### config.mk
export PLATFORM = sky130hd
export DESIGN_NAME = i2c_eep_slave
export DESIGN_NICKNAME = d
export VERILOG_FILES = /design/src/rtl/i2c_eep_pkg.sv /design/src/rtl/i2c_eep_line_sync.sv /design/src/rtl/i2c_eep_store.sv /design/src/rtl/i2c_eep_guard.sv /design/src/rtl/i2c_eep_slave.sv
export SDC_FILE = /design/constraint.sdc
export NUM_CORES = 2
export LEC_CHECK = 0
export BUFFER_PORTS_ARGS = -buffer_cell sky130_fd_sc_hd__buf_2
export CORE_UTILIZATION = 50
export CTS_CLUSTER_DIAMETER = 120
export DETAILED_ROUTE_END_ITERATION = 10
export PLACE_DENSITY = 0.78
export SYNTH_ARGS = -nofsm -noshare
export SYNTH_HDL_FRONTEND = slang
export SYNTH_SLANG_ARGS = --single-unit
### constraint.sdc
create_clock -name clk -period 3.2 [get_ports clk]
set_input_delay 0.16 -clock clk [delete_from_list [all_inputs] [get_ports clk]]
set_output_delay 0.16 -clock clk [all_outputs]
set_load 0.005 [all_outputs]
### src/rtl/i2c_eep_pkg.sv
package i2c_eep_pkg;

    localparam int BYTE_W   = 8;
    localparam int BITCNT_W = 4;

    typedef enum logic [3:0] {
        ST_IDLE,
        ST_DEVSEL,
        ST_DEV_ACK,
        ST_WORD,
        ST_WORD_ACK,
        ST_WDATA,
        ST_WDATA_ACK,
        ST_RDATA,
        ST_RD_ACK,
        ST_IGNORE
    } bus_state_e;

    localparam logic [3:0] TYPE_ARRAY = 4'b1010;
    localparam logic [3:0] TYPE_GUARD = 4'b0110;

    localparam logic [BYTE_W-1:0] CMD_LOCK_SOFT = 8'h00;
    localparam logic [BYTE_W-1:0] CMD_LOCK_HARD = 8'h01;
    localparam logic [BYTE_W-1:0] CMD_UNLOCK    = 8'h02;

endpackage

### src/rtl/i2c_eep_line_sync.sv
module i2c_eep_line_sync #(
    parameter int STAGES = 2
) (
    input  logic clk,
    input  logic rst_n,
    input  logic scl_i,
    input  logic sda_i,
    output logic scl_o,
    output logic sda_o,
    output logic scl_rise_o,
    output logic scl_fall_o,
    output logic start_o,
    output logic stop_o
);

    logic [STAGES-1:0] scl_pipe;
    logic [STAGES-1:0] sda_pipe;
    logic              scl_d;
    logic              sda_d;

    always_ff @(posedge clk or negedge rst_n) begin
        if (!rst_n) begin
            scl_pipe <= '1;
            sda_pipe <= '1;
            scl_d    <= 1'b1;
            sda_d    <= 1'b1;
        end else begin
            scl_pipe <= {scl_pipe[STAGES-2:0], scl_i};
            sda_pipe <= {sda_pipe[STAGES-2:0], sda_i};
            scl_d    <= scl_pipe[STAGES-1];
            sda_d    <= sda_pipe[STAGES-1];
        end
    end

    assign scl_o      = scl_pipe[STAGES-1];
    assign sda_o      = sda_pipe[STAGES-1];
    assign scl_rise_o = scl_o & ~scl_d;
    assign scl_fall_o = ~scl_o & scl_d;
    assign start_o    = scl_o & scl_d & sda_d & ~sda_o;
    assign stop_o     = scl_o & scl_d & ~sda_d & sda_o;

endmodule

### src/rtl/i2c_eep_store.sv
module i2c_eep_store #(
    parameter int ADDR_W = 8,
    parameter int DATA_W = 8
) (
    input  logic              clk,
    input  logic              rst_n,
    input  logic              we_i,
    input  logic [ADDR_W-1:0] waddr_i,
    input  logic [DATA_W-1:0] wdata_i,
    input  logic [ADDR_W-1:0] raddr_i,
    output logic [DATA_W-1:0] rdata_o
);

    localparam int DEPTH = 1 << ADDR_W;

    logic [DATA_W-1:0] mem_q [DEPTH];

    always_ff @(posedge clk or negedge rst_n) begin
        if (!rst_n) begin
            for (int i = 0; i < DEPTH; i++) begin
                mem_q[i] <= '0;
            end
        end else if (we_i) begin
            mem_q[waddr_i] <= wdata_i;
        end
    end

    assign rdata_o = mem_q[raddr_i];

endmodule

### src/rtl/i2c_eep_guard.sv
module i2c_eep_guard
    import i2c_eep_pkg::*;
(
    input  logic              clk,
    input  logic              rst_n,
    input  logic              cmd_valid_i,
    input  logic [BYTE_W-1:0] cmd_code_i,
    output logic              accept_o,
    output logic              locked_o
);

    logic soft_q;
    logic hard_q;

    always_comb begin
        case (cmd_code_i)
            CMD_LOCK_SOFT: accept_o = 1'b1;
            CMD_LOCK_HARD: accept_o = 1'b1;
            CMD_UNLOCK:    accept_o = ~hard_q;
            default:       accept_o = 1'b0;
        endcase
    end

    always_ff @(posedge clk or negedge rst_n) begin
        if (!rst_n) begin
            soft_q <= 1'b0;
            hard_q <= 1'b0;
        end else if (cmd_valid_i && accept_o) begin
            case (cmd_code_i)
                CMD_LOCK_SOFT: soft_q <= 1'b1;
                CMD_LOCK_HARD: hard_q <= 1'b1;
                CMD_UNLOCK:    soft_q <= 1'b0;
                default:       soft_q <= soft_q;
            endcase
        end
    end

    assign locked_o = soft_q | hard_q;


    hard_lock_sticky_chk: assert property (@(posedge clk) disable iff (!rst_n)
        $past(hard_q) |-> hard_q);


    soft_clear_only_unhard_chk: assert property (@(posedge clk) disable iff (!rst_n)
        $fell(soft_q) |-> !$past(hard_q));

endmodule

### src/rtl/i2c_eep_slave.sv
module i2c_eep_slave
    import i2c_eep_pkg::*;
#(
    parameter int ADDR_W      = 8,
    parameter int SYNC_STAGES = 2
) (
    input  logic       clk,
    input  logic       rst_n,
    input  logic       scl_i,
    input  logic       sda_i,
    output logic       sda_oe_o,
    input  logic [2:0] chip_sel_i,
    input  logic       wr_ctrl_i
);

    localparam int                TOP_BIT   = ADDR_W - 1;
    localparam logic [BITCNT_W-1:0] BITS_FULL = BITCNT_W'(BYTE_W);
    localparam logic [BITCNT_W-1:0] BITS_LAST = BITCNT_W'(BYTE_W - 1);

    bus_state_e          state_q, state_d;
    logic                scl_s, sda_s, scl_rise, scl_fall, bus_start, bus_stop;
    logic [BITCNT_W-1:0] cnt_q;
    logic [BYTE_W-1:0]   sh_q, tx_q;
    logic [ADDR_W-1:0]   ptr_q;
    logic                ack_q, rw_q, guard_q, mack_q;
    logic                byte_done, sel_match, sel_array, sel_guard;
    logic                locked, cmd_accept, cmd_valid, write_ok, mem_we;
    logic [BYTE_W-1:0]   rd_data;

    i2c_eep_line_sync #(.STAGES(SYNC_STAGES)) sync_i (
        .clk        (clk),
        .rst_n      (rst_n),
        .scl_i      (scl_i),
        .sda_i      (sda_i),
        .scl_o      (scl_s),
        .sda_o      (sda_s),
        .scl_rise_o (scl_rise),
        .scl_fall_o (scl_fall),
        .start_o    (bus_start),
        .stop_o     (bus_stop)
    );

    assign byte_done = scl_fall && (cnt_q == BITS_FULL);
    assign sel_match = (sh_q[3:1] == chip_sel_i);
    assign sel_array = sel_match && (sh_q[7:4] == TYPE_ARRAY);
    assign sel_guard = sel_match && (sh_q[7:4] == TYPE_GUARD) && !sh_q[0];
    assign write_ok  = !wr_ctrl_i && !(locked && !ptr_q[TOP_BIT]);
    assign mem_we    = (state_q == ST_WDATA) && byte_done && write_ok;
    assign cmd_valid = (state_q == ST_WORD) && byte_done && guard_q;

    i2c_eep_store #(.ADDR_W(ADDR_W), .DATA_W(BYTE_W)) store_i (
        .clk     (clk),
        .rst_n   (rst_n),
        .we_i    (mem_we),
        .waddr_i (ptr_q),
        .wdata_i (sh_q),
        .raddr_i (ptr_q),
        .rdata_o (rd_data)
    );

    i2c_eep_guard guard_i (
        .clk         (clk),
        .rst_n       (rst_n),
        .cmd_valid_i (cmd_valid),
        .cmd_code_i  (sh_q),
        .accept_o    (cmd_accept),
        .locked_o    (locked)
    );

    // next-state decision
    always_comb begin
        state_d = state_q;
        if (bus_stop) begin
            state_d = ST_IDLE;
        end else if (bus_start) begin
            state_d = ST_DEVSEL;
        end else begin
            unique case (state_q)
                ST_IDLE:      state_d = ST_IDLE;
                ST_DEVSEL:    if (byte_done) state_d = ST_DEV_ACK;
                ST_DEV_ACK:   if (scl_fall)  state_d = !ack_q ? ST_IGNORE :
                                                       (rw_q ? ST_RDATA : ST_WORD);
                ST_WORD:      if (byte_done) state_d = ST_WORD_ACK;
                ST_WORD_ACK:  if (scl_fall)  state_d = (ack_q && !guard_q) ? ST_WDATA : ST_IGNORE;
                ST_WDATA:     if (byte_done) state_d = ST_WDATA_ACK;
                ST_WDATA_ACK: if (scl_fall)  state_d = ack_q ? ST_WDATA : ST_IGNORE;
                ST_RDATA:     if (scl_fall && cnt_q == BITS_LAST) state_d = ST_RD_ACK;
                ST_RD_ACK:    if (scl_fall)  state_d = mack_q ? ST_RDATA : ST_IGNORE;
                ST_IGNORE:    state_d = ST_IGNORE;
                default:      state_d = ST_IDLE;
            endcase
        end
    end

    // state register
    always_ff @(posedge clk or negedge rst_n) begin
        if (!rst_n) state_q <= ST_IDLE;
        else        state_q <= state_d;
    end

    // datapath registers
    always_ff @(posedge clk or negedge rst_n) begin
        if (!rst_n) begin
            cnt_q   <= '0;
            sh_q    <= '0;
            tx_q    <= '0;
            ptr_q   <= '0;
            ack_q   <= 1'b0;
            rw_q    <= 1'b0;
            guard_q <= 1'b0;
            mack_q  <= 1'b0;
        end else if (bus_start || bus_stop) begin
            cnt_q <= '0;
            ack_q <= 1'b0;
        end else begin
            unique case (state_q)
                ST_DEVSEL, ST_WORD, ST_WDATA: begin
                    if (scl_rise) begin
                        sh_q  <= {sh_q[BYTE_W-2:0], sda_s};
                        cnt_q <= cnt_q + 1'b1;
                    end else if (byte_done) begin
                        cnt_q <= '0;
                        if (state_q == ST_DEVSEL) begin
                            ack_q   <= sel_array || sel_guard;
                            guard_q <= sel_guard;
                            rw_q    <= sh_q[0];
                        end else if (state_q == ST_WORD) begin
                            if (guard_q) begin
                                ack_q <= cmd_accept;
                            end else begin
                                ack_q <= 1'b1;
                                ptr_q <= sh_q[ADDR_W-1:0];
                            end
                        end else begin
                            ack_q <= write_ok;
                            if (write_ok) ptr_q <= ptr_q + 1'b1;
                        end
                    end
                end
                ST_DEV_ACK: begin
                    if (scl_fall && ack_q && rw_q) begin
                        tx_q  <= rd_data;
                        ptr_q <= ptr_q + 1'b1;
                    end
                    if (scl_fall) cnt_q <= '0;
                end
                ST_RDATA: begin
                    if (scl_fall) begin
                        tx_q  <= {tx_q[BYTE_W-2:0], 1'b1};
                        cnt_q <= cnt_q + 1'b1;
                    end
                end
                ST_RD_ACK: begin
                    if (scl_rise) mack_q <= ~sda_s;
                    if (scl_fall) begin
                        cnt_q <= '0;
                        if (mack_q) begin
                            tx_q  <= rd_data;
                            ptr_q <= ptr_q + 1'b1;
                        end
                    end
                end
                ST_WORD_ACK, ST_WDATA_ACK: begin
                    if (scl_fall) cnt_q <= '0;
                end
                default: cnt_q <= cnt_q;
            endcase
        end
    end

    // outputs
    always_comb begin
        sda_oe_o = 1'b0;
        unique case (state_q)
            ST_DEV_ACK, ST_WORD_ACK, ST_WDATA_ACK: sda_oe_o = ack_q;
            ST_RDATA:                              sda_oe_o = ~tx_q[BYTE_W-1];
            default:                               sda_oe_o = 1'b0;
        endcase
    end


    lower_half_guarded_chk: assert property (@(posedge clk) disable iff (!rst_n)
        (mem_we && locked) |-> ptr_q[TOP_BIT]);


    wr_ctrl_blocks_chk: assert property (@(posedge clk) disable iff (!rst_n)
        mem_we |-> !wr_ctrl_i);


    sda_moves_scl_low_chk: assert property (@(posedge clk) disable iff (!rst_n)
        (sda_oe_o != $past(sda_oe_o)) |-> !scl_s);


    stop_releases_chk: assert property (@(posedge clk) disable iff (!rst_n)
        bus_stop |=> !sda_oe_o);

endmodule

==> impl_metrics.py <==
metrics = {
    "route": {
        "first_pass_iters": 6,
        "routed_wl_um": 270000,
        "vias": 59400,
        "antenna_left": 0,
        "drt-wirelength-per-cell_um": 28.8,
        "drtIter0Drc": 5554,
        "drc": 0,
        "post_drt_via_cell_ratio": 6.34,
    },
    "clocking": {
        "cts_tree": "done",
        "cts_buffers": 207,
        "clk_latency_ps": 870,
        "cts.sinks": 2092,
        "clk_pin_slew_worst_paths_ps": 60,
        "clk_path_buf_depth": 3,
        "clock-root-buffer": "clkbuf_16",
        "htreeDepth": 4,
    },
    "place": {
        "placed_area_um2": 104000,
        "hpwl_um": 178000,
        "place_worst_setup_slack_ps": -81.1,
        "post-place-cells": 8968,
        "portBuffers": 8,
        "gp_congestion": 0.946,
    },
    "grt": {
        "grt-ovfl-total": 0,
        "grt_max_degree": 204,
        "grt_pass1_vias": 62100,
        "antenna_found_initial": 7,
        "grtUsageTotal_pct": 27.6,
        "grt_pass1_wl_um": 411000,
    },
    "pwr": {
        "total_leakage_power_nw": 53.2,
        "ir_drop_mv": 1.19,
        "power_density_nw_per_um2": 527,
    },
    "floorplanning": {
        "die_w_um": 445,
        "die_h_um": 445,
        "die_area_um2": 198000,
        "core_um2": 195000,
        "start_util_pct": 50.3,
        "num_io_pins": 9,
        "rows": 162,
    },
    "critical_path": {
        "cp-start-kind": "flip-flop",
        "crit_path_end_kind": "flip-flop",
        "worst_path_most_repeated_cell": "buf_12",
        "cp.required_ps": 3960,
        "setup.worst_path.class": "reg -> reg",
        "path_cells": "buf_12 -> buf_12 -> buf_12 -> mux4_2 -> mux4_2 -> a221oi_2 -> nand4_1 -> o221a_1",
        "cp_slowest_cell": "mux4_2",
        "critPathBufInv": 3,
        "worstPathArrival_ps": 3970,
        "cpPeakStageDelay_ps": 570,
        "path_max_fanout": 22,
        "crit_family": "multiplexers",
    },
    "timing": {
        "skew_ps": 56.8,
        "slew_headroom_pct": 8.46,
        "fin_crit_ps": 3210,
        "tightest_slew_ps": 1370,
        "slew_viol_final": 0,
        "fmax_mhz": 311,
        "rsz0062_at_grt": "no",
        "fin_ws_ps": -13.6,
        "setup_viol": 1,
        "hold_viol_final": 0,
        "min_period_over_period_pct": 100,
    },
    "yosys": {
        "synth_seq_cells": 2092,
        "synth_area_um2": 98100,
        "synth.most_common_cell": "dfrtp_1",
        "yosysTopAreaCell": "dfrtp_1",
        "syn-num-nets": 6400,
        "synth.distinct_cells": 80,
        "synth.avg_cell_area_um2": 15.4,
        "async_reset_ff_share_pct": 100,
        "netlist_top_cells_count": "2086 x dfrtp_1, 1950 x mux2_2, 469 x mux4_2",
        "synth_edf_count": 0,
        "ys_seq_area_share_pct": 53.4,
        "ys.flop_type": "dfrtp_1",
        "yosys_warnings": 0,
        "yosysTopAreaCellShare_pct": 53.2,
        "syn-instance-count": 6386,
        "synth_area_leaders": "dfrtp_1 53%, mux2_2 22%, mux4_2 11%",
    },
    "layout": {
        "fill_cells": 14700,
        "area_growth_pct": 13.6,
        "final_cells": 9371,
        "design_area_um2": 111000,
        "drive_gt1_share_pct": 52.4,
        "layout.nets": 6582,
    },
    "min_path": {
        "holdCritPathClass": "in -> async",
    },
    "run": {
        "maxCapViolCount": 0,
    },
    "outcome": {
        "violations": "setup timing",
        "status": "complete, but fails checks",
    },
}
-- cells by family after synthesis --
logic type                 share of synthesized area [%]
adders and majority gates                         0.0765
AOI/OAI and AO/OA                                   2.72
buffers and inverters                               2.46
xor gates and xnor gates                          0.0446
muxes                                               35.9
and+or+nand+nor                                     5.45
DFF                                                 53.4
-- final cells by class --
cell class	instances	area [µm²]	area share, %
inverter	11	41.3	0.0371
timing repair buffer	463	5070	4.55
clock inverter	73	926	0.831
clock buffer	311	6170	5.54
sequential	2092	52400	47.0
multi-input combinational	3793	43500	39.1
tap	2624	3280	2.95
antenna	4	10.0	0.00898
-- per-layer routing --
metal	up-vias	share of wire, %	track usage (%)	wire length [µm]
met5	-	0.016	0	43
met4	6	5.0	12.5	13500
met3	680	8.8	7.33	23800
met2	2464	47	42.4	126000
met1	32100	40	36.8	107000
li1	24200	-	-	-
-- worst paths after layout --
check,startpoint,end,slack [ps],depth (start not counted)
setup / recovery,ptr_q[0],tx_q[5],-10,8
hold / removal,rst_n,store_i.mem_q[1993],110,3
setup reg to reg,ptr_q[0],tx_q[5],-10,8
hold reg to reg,sync_i.sda_pipe[0],sync_i.sda_pipe[1],360,0
max in group asynchronous,rst_n,sh_q[1],2050,4
min in group clk,chip_sel_i[0],guard_q,230,5
-- tightest hold or removal path: stages --
cell and delay (ps):
dlygate4sd3_1 580, buf_12 280, buf_16 270
-- what timing repair did --
item,CTS,global route
hold buffers,9,0
buffers inserted,3,3
endpoints found under the setup margin,4,6
pin swaps,0,2
resized for setup,3,16
hold endpoints to repair,1525,0
-- placed cells by master, fill, tap and decap left out, types with 44 or more instances in the layout --
master / netlist / layout
clkbuf_1: 290 / 47
dfrtp_1: 2086 / 2072
o22ai_1: 57 / 56
nand2_1: 210 / 202
mux2_2: 1950 / 1950
mux2_1: 74 / 74
mux2i_1: 184 / 184
a21oi_1: 46 / 45
clkbuf_8: 0 / 54
nor2_1: 52 / 50
o21ai_0: 97 / 96
buf_12: 0 / 123
buf_4: 81 / 319
a22oi_1: 44 / 44
mux4_2: 469 / 469
nor2_4: 101 / 103
nor2_8: 69 / 69
clkbuf_16: 0 / 210
-- metrics by stage --
step                util (%)  setup TNS (ps)  hold slack [ps]  power (mW)
floorplan                  -               0             -136        30.8
global placement        53.3            -144              123        33.6
detailed placement      53.3            -225              121        33.8
CTS                     57.1               0             87.9        58.9
global route            57.1               0              121        60.4
finish                  57.1           -13.6              108        58.7
-- where the power goes --
part / internal [mW] / leakage [nW] / switching [mW]
sequential: 26.6 / 29.2 / 0.743
combinational: 1.30 / 20.5 / 4.80
clock: 14.5 / 3.51 / 10.8
-- state kept, by name (all words and copies together) (netlist names) --
name	cells
guard_i.hard_q	1
sync_i.scl_d	1
guard_i.soft_q	1
state_q	4
sync_i.scl_pipe	2
mack_q	1
tx_q	8
sync_i.sda_pipe	2
ack_q	1
ptr_q	8
rw_q	1
sh_q	8
cnt_q	4
sync_i.sda_d	1
store_i.mem_q	2048
guard_q	1
(Power assumes the default switching activity.)
